File: config.mk
export PLATFORM = sky130hd
export DESIGN_NAME = bop_scheme
export DESIGN_NICKNAME = d
export VERILOG_FILES = /design/src/rtl/bop_pkg.sv /design/src/rtl/bop_ontimer.sv /design/src/rtl/bop_offdelay.sv /design/src/rtl/bop_send_ctrl.sv /design/src/rtl/bop_trip_ctrl.sv /design/src/rtl/bop_scheme.sv
export SDC_FILE = /design/constraint.sdc
export NUM_CORES = 1
export LEC_CHECK = 0
export BUFFER_PORTS_ARGS = -buffer_cell sky130_fd_sc_hd__buf_2
export CAP_MARGIN = 15
export CORE_MARGIN = 4
export CORE_UTILIZATION = 55
export CTS_CLUSTER_SIZE = 28
export DETAILED_ROUTE_END_ITERATION = 10
export PLACE_DENSITY = 0.76
export RECOVER_POWER = 100
export SLEW_MARGIN = 20
export SYNTH_ARGS = -nofsm -noshare
export SYNTH_HDL_FRONTEND = slang
export SYNTH_SLANG_ARGS = --single-unit
export TNS_END_PERCENT = 50
File: constraint.sdc
create_clock -name clk -period 6 [get_ports clk]
set_input_delay 0.6 -clock clk [delete_from_list [all_inputs] [get_ports clk]]
set_output_delay 0.6 -clock clk [all_outputs]
set_load 0.05 [all_outputs]
File: src/rtl/bop_pkg.sv
// Package: shared types and helpers for the blocking overreach trip logic.
// Assumes: forward zone selection is a single setting bit.
package bop_pkg;

    // Which forward element acts as the overreaching zone.
    typedef enum logic {
        FWD_ZONE2 = 1'b0,
        FWD_ZONE3 = 1'b1
    } fwd_zone_e;

    // Pick the active forward overreaching element.
    function automatic logic pick_forward(input fwd_zone_e sel, input logic z2, input logic z3);
        return (sel == FWD_ZONE3) ? z3 : z2;
    endfunction

endpackage

File: src/rtl/bop_ontimer.sv
// Module: pickup (on-delay) timer.
// done is 1 while cond is 1 and cond has held through `preset` ticks.
// Any cycle with cond low clears the count. A zero preset passes cond straight through.
// Assumes tick is a single-cycle pulse.
module bop_ontimer #(
    parameter int CNT_W = 16
) (
    input  logic             clk,
    input  logic             rst_n,
    input  logic             tick,
    input  logic             cond,
    input  logic [CNT_W-1:0] preset,
    output logic             done
);

    logic [CNT_W-1:0] cnt;

    // Count ticks while the condition holds; restart when it drops.
    always_ff @(posedge clk) begin
        if (!rst_n) begin
            cnt <= '0;
        end else if (!cond) begin
            cnt <= '0;
        end else if (tick && (cnt < preset)) begin
            cnt <= cnt + 1'b1;
        end
    end

    // Expired once the count has reached the preset.
    always_comb begin
        done = cond && (cnt >= preset);
    end

    // a cycle without the condition leaves the count at zero.
    a_r6_restart: assert property (@(posedge clk) disable iff (!rst_n)
        !cond |=> (cnt == '0));

endmodule

File: src/rtl/bop_offdelay.sv
// Module: drop-off extension timer.
// out follows lvl, and after lvl falls it stays 1 for `preset` ticks.
// A zero preset adds no extension. Assumes tick is a single-cycle pulse.
module bop_offdelay #(
    parameter int CNT_W = 16
) (
    input  logic             clk,
    input  logic             rst_n,
    input  logic             tick,
    input  logic             lvl,
    input  logic [CNT_W-1:0] preset,
    output logic             out
);

    logic             armed;
    logic [CNT_W-1:0] cnt;

    // Arm while the level is high; after it falls, count ticks to expiry.
    always_ff @(posedge clk) begin
        if (!rst_n) begin
            armed <= 1'b0;
            cnt   <= '0;
        end else if (lvl) begin
            armed <= 1'b1;
            cnt   <= '0;
        end else if (armed && tick) begin
            if (({1'b0, cnt} + 1'b1) >= {1'b0, preset}) begin
                armed <= 1'b0;
                cnt   <= '0;
            end else begin
                cnt <= cnt + 1'b1;
            end
        end
    end

    // Level or still-running extension.
    always_comb begin
        out = lvl || (armed && (cnt < preset));
    end

    // with a non-zero preset the output holds on the cycle the level falls.
    a_r4_hold_on_fall: assert property (@(posedge clk) disable iff (!rst_n)
        ((preset != '0) && $fell(lvl)) |-> out);

endmodule

File: src/rtl/bop_send_ctrl.sv
// Module: transmit channel control.
// The blocking request is reverse fault with the forward zone quiet.
// A long request arms the reversal hold. The post-trip override forces permission.
// Assumes fwd_active is already the selected overreaching zone.
module bop_send_ctrl #(
    parameter int CNT_W         = 16,
    parameter int REV_DETECT_MS = 20
) (
    input  logic             clk,
    input  logic             rst_n,
    input  logic             tick,
    input  logic             rev_fault,
    input  logic             fwd_active,
    input  logic             breaker_tripped,
    input  logic [CNT_W-1:0] rev_hold,
    input  logic [CNT_W-1:0] post_trip,
    output logic             tx_blocking
);

    localparam logic [CNT_W-1:0] REV_PRESET = CNT_W'(REV_DETECT_MS);

    logic block_req;
    logic rev_picked;
    logic rev_extended;
    logic permit_force;

    // Raw blocking request.
    always_comb begin
        block_req = rev_fault && !fwd_active;
    end

    // Reversal detection: the request must persist for the fixed window.
    bop_ontimer #(.CNT_W(CNT_W)) u_rev_detect (
        .clk    (clk),
        .rst_n  (rst_n),
        .tick   (tick),
        .cond   (block_req),
        .preset (REV_PRESET),
        .done   (rev_picked)
    );

    // Reversal hold: stretch the block after detection clears.
    bop_offdelay #(.CNT_W(CNT_W)) u_rev_hold (
        .clk    (clk),
        .rst_n  (rst_n),
        .tick   (tick),
        .lvl    (rev_picked),
        .preset (rev_hold),
        .out    (rev_extended)
    );

    // Post-trip permission extension.
    bop_offdelay #(.CNT_W(CNT_W)) u_post_trip (
        .clk    (clk),
        .rst_n  (rst_n),
        .tick   (tick),
        .lvl    (breaker_tripped),
        .preset (post_trip),
        .out    (permit_force)
    );

    // Transmit: the override wins over any block source.
    always_comb begin
        tx_blocking = !permit_force && (block_req || rev_extended);
    end

    // a live request with no override must be sent as block.
    a_r3_block_sent: assert property (@(posedge clk) disable iff (!rst_n)
        (block_req && !permit_force) |-> tx_blocking);

endmodule

File: src/rtl/bop_trip_ctrl.sv
// Module: trip decision.
// Qualification is the forward zone active with permission received, held through the pickup time.
// The registered trip outputs then follow the mode. They clear on the first tick after qualification is lost.
module bop_trip_ctrl #(
    parameter int CNT_W = 16
) (
    input  logic             clk,
    input  logic             rst_n,
    input  logic             tick,
    input  logic             fwd_active,
    input  logic             rx_blocked,
    input  logic             mode_3ph,
    input  logic [CNT_W-1:0] pickup,
    output logic             trip_single,
    output logic             trip_three
);

    logic qual;
    logic qual_done;

    // Forward fault seen and no block received.
    always_comb begin
        qual = fwd_active && !rx_blocked;
    end

    // Channel-delay pickup timer.
    bop_ontimer #(.CNT_W(CNT_W)) u_pickup (
        .clk    (clk),
        .rst_n  (rst_n),
        .tick   (tick),
        .cond   (qual),
        .preset (pickup),
        .done   (qual_done)
    );

    // Register the trip command; drop it only on a tick edge.
    always_ff @(posedge clk) begin
        if (!rst_n) begin
            trip_single <= 1'b0;
            trip_three  <= 1'b0;
        end else if (qual_done) begin
            trip_single <= !mode_3ph;
            trip_three  <= mode_3ph;
        end else if (tick && !qual) begin
            trip_single <= 1'b0;
            trip_three  <= 1'b0;
        end
    end

    // lost qualification on a tick clears both trip outputs.
    a_r9_drop_on_tick: assert property (@(posedge clk) disable iff (!rst_n)
        (tick && !qual) |=> !(trip_single || trip_three));

endmodule

File: src/rtl/bop_scheme.sv
// Module: top of the blocking overreach trip logic.
// Selects the overreaching zone, then feeds the transmit and trip controllers.
// Assumes tick_1ms is a single-cycle pulse and presets are static or change slowly.
module bop_scheme #(
    parameter int CNT_W         = 16,
    parameter int REV_DETECT_MS = 20
) (
    input  logic             clk,
    input  logic             rst_n,
    input  logic             tick_1ms,
    input  logic             rev_fault,
    input  logic             fwd_zone2,
    input  logic             fwd_zone3,
    input  logic             fwd_sel_z3,
    input  logic             rx_blocked,
    input  logic             breaker_tripped,
    input  logic             trip_mode_3ph,
    input  logic [CNT_W-1:0] cfg_pickup_ms,
    input  logic [CNT_W-1:0] cfg_rev_hold_ms,
    input  logic [CNT_W-1:0] cfg_post_trip_ms,
    output logic             tx_blocking,
    output logic             trip_single,
    output logic             trip_three
);

    import bop_pkg::*;

    fwd_zone_e zone_sel;
    logic      fwd_active;

    // Decode the overreach selection setting.
    always_comb begin
        zone_sel   = fwd_sel_z3 ? FWD_ZONE3 : FWD_ZONE2;
        fwd_active = pick_forward(zone_sel, fwd_zone2, fwd_zone3);
    end

    bop_send_ctrl #(.CNT_W(CNT_W), .REV_DETECT_MS(REV_DETECT_MS)) u_send (
        .clk             (clk),
        .rst_n           (rst_n),
        .tick            (tick_1ms),
        .rev_fault       (rev_fault),
        .fwd_active      (fwd_active),
        .breaker_tripped (breaker_tripped),
        .rev_hold        (cfg_rev_hold_ms),
        .post_trip       (cfg_post_trip_ms),
        .tx_blocking     (tx_blocking)
    );

    bop_trip_ctrl #(.CNT_W(CNT_W)) u_trip (
        .clk         (clk),
        .rst_n       (rst_n),
        .tick        (tick_1ms),
        .fwd_active  (fwd_active),
        .rx_blocked  (rx_blocked),
        .mode_3ph    (trip_mode_3ph),
        .pickup      (cfg_pickup_ms),
        .trip_single (trip_single),
        .trip_three  (trip_three)
    );

    // the breaker status forces permission on the line.
    a_r5_override: assert property (@(posedge clk) disable iff (!rst_n)
        breaker_tripped |-> !tx_blocking);

    // never both trip flavours at once.
    a_r7_exclusive: assert property (@(posedge clk) disable iff (!rst_n)
        !(trip_single && trip_three));

    // a trip can only rise after a qualified cycle.
    a_r6_rise_qualified: assert property (@(posedge clk) disable iff (!rst_n)
        $rose(trip_single || trip_three) |-> $past(fwd_active && !rx_blocked));

endmodule

Word-level counts from Yosys, hierarchy flattened
Cells that the tools add are included.

cells by class
  reductions and logical operators = 31
  muxes and demuxes = 13
  bitwise gates (word level) = 1
  $lt $le $gt $ge = 8
  add/subtract/negate cells = 6

operator list
  kind                   count
  $add 16x1->16 const B  4
  $lt 16x16->1           3
  $add 16x1->17 const B  2
  $ge 17x16->1           2
  $mux 16                2
  $ge 16x16->1           1
  $ge 16x5->1 const B    1
  $lt 16x5->1 const B    1
  $logic_and 1x1->1      12
  $mux 1                 11
  $reduce_bool 2->1      5
  $reduce_and 2->1       4
  $logic_not 1->1        5
  $reduce_or 2->1        2
  $logic_or 1x1->1       3
  $not 1->1              1

storage, ports and cells
  word-level logic and storage cells = 67
  register bits after elaboration = 68

Longest topological paths before layout
  depth in word-level cells = 8
  mapped depth = 14
  depth with buffers taken out = 12

Cells and area by module
A second synthesis with hierarchy kept.

unflattened totals
  cells, all modules = 764
  area total of the unflattened synthesis = 6,312.3 um^2

modules (own cells, without submodules)
  module         area each (um^2)  times used  cells an instance  seq. area each (um^2)
  bop_offdelay   1,854.3           2           219                340.3
  bop_ontimer    1,227.4           2           155                320.3
  bop_trip_ctrl  102.6             1           11                 40.0
  bop_send_ctrl  31.3              1           4                  0.0
  bop_scheme     15.0              1           1                  0.0

Worst setup path after synthesis
Ideal clock, no wire load.

  path type = input to output
  from = input cfg_rev_hold_ms[3]
  to = output tx_blocking
  data arrival time = 2.936 ns
  buffers on the path = 0
  setup slack = 2.464 ns
  cell stages on the path = 7
  cell sequence = inv_1 -> ha_1 -> a2111oi_0 -> a21oi_1 -> o211ai_1 -> a31oi_1 -> a311oi_1

on the way
  longest elaborated chain between the ends = 5

ends and longest elaborated chain
  what                RTL line             text
  start: declaration  bop_scheme.sv:19     input logic [CNT_W-1:0] cfg_rev_hold_ms,
  $lt 16x16->1        bop_offdelay.sv:38   out = lvl || (armed && (cnt < preset));
  $logic_and 1x1->1   bop_offdelay.sv:38
  $logic_or 1x1->1    bop_offdelay.sv:38
  $logic_or 1x1->1    bop_send_ctrl.sv:64  tx_blocking = !permit_force && (block_req || rev_extended);
  $logic_and 1x1->1   bop_send_ctrl.sv:64
  end: declaration    bop_scheme.sv:21     output logic tx_blocking,

No other way between the ends.

Worst setup path after layout
  from = register u_send.u_post_trip.cnt[0]
  to = register u_send.u_post_trip.cnt[11]

on the way
  longest elaborated chain between the ends = 3

ends and longest elaborated chain
  what                      RTL line            text
  start: declaration        bop_offdelay.sv:16  logic [CNT_W-1:0] cnt;
  start signal: assignment  bop_offdelay.sv:31  cnt <= cnt + 1'b1;
  $add 16x1->17             bop_offdelay.sv:27  if (({1'b0, cnt} + 1'b1) >= {1'b0, preset}) begin
  $ge 17x16->1              bop_offdelay.sv:27
  $mux 16 *                 bop_offdelay.sv:27

Every way passes the cells marked *; elsewhere a longest branch is shown, timed or not.
A chain may end at the register's enable or synchronous reset.

==> impl_metrics.env <==
export IMPL_min_path_cells=2
export IMPL_critPathLaunchType="flip-flop"
export IMPL_seq_area_frac_synth_pct=25.2
export IMPL_synth_top_cell_area_share_pct=25.2
export IMPL_cts_tree="done"
export IMPL_clock_root_buffer="clkbuf_8"
export IMPL_power_total_uw=948
export IMPL_route_met2_wl_um=5750
export IMPL_dr_total_vias=5014
export IMPL_worstPathRequired_ns=6.25
export IMPL_antenna_found_initial=0
export IMPL_cts_resized=0
export IMPL_synth_edf_count=0
export IMPL_finalWorstSetupSlack_ns=1.67
export IMPL_synth_commonest_cells="ha_1, dfxtp_1, inv_1"
export IMPL_critPathLaunch="u_send.u_post_trip.cnt[0]"
export IMPL_status="finished with violations"
export IMPL_r2r_start="u_send.u_post_trip.cnt[0]"
export IMPL_r2r_worst_path_cells=12
export IMPL_p_leak_nw=2.70
export IMPL_worstPathArrival_ns=4.58
export IMPL_io_buffers=60
export IMPL_syn_area_sq_um=5390
export IMPL_row_count=35
export IMPL_synth_nets=808
export IMPL_min_delay_start="u_trip.trip_single"
export IMPL_drtIter0Drc=222
export IMPL_remaining_drc_errors=0
export IMPL_postCtsSetupBuffers=0
export IMPL_synthArstFlopShare_pct=0
export IMPL_die_x_um=107
export IMPL_cts_sinks=68
export IMPL_grt_max_degree=32
export IMPL_ys_warn_count=0
export IMPL_fin_nets=851
export IMPL_grt_use_total_pct=21.9
export IMPL_min_to="u_trip.trip_single"
export IMPL_dr_pass1_iters=5
export IMPL_initial_core_util_pct=57.5
export IMPL_dp_hpwl_um=9640
export IMPL_grt_setup_unrepaired="false"
export IMPL_maxSlewViolCount=8
export IMPL_routabilityCongestion=0.886
export IMPL_p_per_area_nw_per_um2=161
export IMPL_peakVddDrop_v=0.000123
export IMPL_criticalPathCategory="flip-flop to flip-flop"
export IMPL_yosys_area_top_type="dfxtp_1"
export IMPL_drive_above_1_share_pct=11.1
export IMPL_pwr_share_comb_pct=9.2
export IMPL_holdBufCountCts=0
export IMPL_wl_met3_um=675
export IMPL_core_sq_um=9370
export IMPL_max_cap_violations=1
export IMPL_ys_types=59
export IMPL_cts_inserted_buffers=9
export IMPL_clock_fmax_mhz=231
export IMPL_synth_area_per_cell_sq_um=8.11
export IMPL_hold_viol=0
export IMPL_num_antenna_cells=0
export IMPL_hold_path_class="flip-flop to flip-flop"
export IMPL_internal_power_uw=694
export IMPL_setup_violations=0
export IMPL_die_h_um=107
export IMPL_htreeDepth=3
export IMPL_worstPathMaxFanout=10
export IMPL_overflow=0
export IMPL_grt_pass1_vias=4630
export IMPL_post_place_ws_ns=2.06
export IMPL_ys_top_cells_by_area="dfxtp_1, ha_1, a21oi_1, inv_1, nand2_1"
export IMPL_clock_latency_ns=0.36
export IMPL_violations="capacitance limit, slew limit"
export IMPL_fin_crit_ns=4.33
export IMPL_postRouteAntennaNets=0
export IMPL_endpoint_kind="flip-flop"
export IMPL_fin_skew_ns=0.0157
export IMPL_worst_pin_slew_ns=1.61
export IMPL_switchingPower_uw=254
export IMPL_final_setup_tns_ns=0
export IMPL_synth_most_common_cell="ha_1"
export IMPL_p_clk_share_pct=42.9
export IMPL_ys_ff_latch=68
export IMPL_slew_headroom_pct=-8.59
export IMPL_synthCells=665
export IMPL_ios=61
export IMPL_clockBufferDepth=2
export IMPL_seqPwrFrac_pct=47.9
export IMPL_period_share_pct=72.2
export IMPL_wl_per_cell_um=14.9
export IMPL_avgViaCountPerCell=5.95
export IMPL_hold_ws_ns=0.464
export IMPL_reg2reg_setup_slack_ns=1.67
export IMPL_synth_main_ff_cell="dfxtp_1"
export IMPL_p_sw_share_pct=26.8
export IMPL_grt_pass1_wl_um=20900
export IMPL_layout_area_overhead_vs_synth_pct=9.28
export IMPL_path_clk_slew_ns=0.08
export IMPL_r2r_end="u_send.u_post_trip.cnt[11]"
export IMPL_wl_met1_um=5890
export IMPL_highest_layer="met4"
export IMPL_wl_um=12500
export IMPL_dieArea_sq_um=11500
-- layer usage --
metal | vias up | global-route usage, %
li1 | 2516 | -
met1 | 2332 | 29.6
met2 | 142 | 35.3
met3 | 24 | 4.21
met4 | 0 | 7.31
met5 | - | 0
-- area by class of cell --
cell class	instances	area, sq um
timing repair buffer	60	297
multi-input combinational	506	3630
fill	875	3480
clock buffer	10	138
tap	129	161
sequential	68	1360
clock inverter	6	72.6
inverter	63	236
-- worst max-delay path, stage by stage, from the launching register on --
cell,delay (ns)
dfxtp_1,0.46
ha_1,0.31
inv_1,0.08
nor4_1,0.61
nand3_1,0.26
xnor2_1,0.19
ha_1,0.31
nand3_1,0.12
or4_1,0.57
o31ai_1,0.37
a311oi_1,0.22
and3_1,0.43
a22o_1,0.29
-- power groups by stage --
stage                     combinational [mW]  sequential (mW)  clock [mW]
final                                 0.0873            0.454       0.407
after detailed placement              0.0867            0.464           0
after global placement                0.0833            0.464           0
after floorplan                       0.0526            0.464           0
after global routing                  0.0987            0.454       0.429
after CTS                             0.0874            0.453       0.413
-- through the flow --
stage	cell area [sq um]	utilization [%]	std cells
floorplan	5390	-	665
global placement	5730	61.2	826
detailed placement	5730	61.2	826
CTS	5940	63.4	842
global route	5890	62.9	842
finish	5890	62.9	842
-- flip-flops by register name, summed over array words and instances, names as in the netlist --
register / count
u_send.u_post_trip.cnt: 16
u_send.u_rev_hold.cnt: 16
u_send.u_post_trip.armed: 1
u_trip.trip_single: 1
u_send.u_rev_detect.cnt: 16
u_send.u_rev_hold.armed: 1
u_trip.u_pickup.cnt: 16
u_trip.trip_three: 1
-- logic make-up (layout without fill, tap and decap cells) --
logic type,Yosys count,count (layout),synth area share [%]
buffers and inverters,91,139,6.59
adder cells (fa/ha/maj),85,85,19.7
AO/OA/AOI/OAI,151,151,18.6
multiplexers,3,3,0.557
flip-flops,68,68,25.2
XOR/XNOR,31,31,5.04
AND/OR/NAND/NOR,236,236,24.2
-- placed cells by master, fill, tap and decap left out, types with 12 or more instances in the layout --
cell type,instances
nand2_1,61
buf_2,57
dfxtp_1,68
a21oi_1,59
nand3_1,29
and3_1,24
or4_1,17
nor2_1,24
inv_1,62
o31ai_1,15
xnor2_1,19
o21ai_0,18
xor2_1,12
nand4_1,27
ha_1,85
-- worst max path at each step --
stage | to | slack (ns)
global route | u_send.u_post_trip.cnt[1] | 1.41
floorplan | tx_blocking | 2.46
global placement | u_send.u_rev_hold.cnt[2] | 2.18
CTS | u_send.u_rev_hold.cnt[2] | 2.01
detailed placement | u_send.u_rev_hold.cnt[2] | 2.06
finish | u_send.u_post_trip.cnt[11] | 1.67
Power figures use the tool's default switching activity.
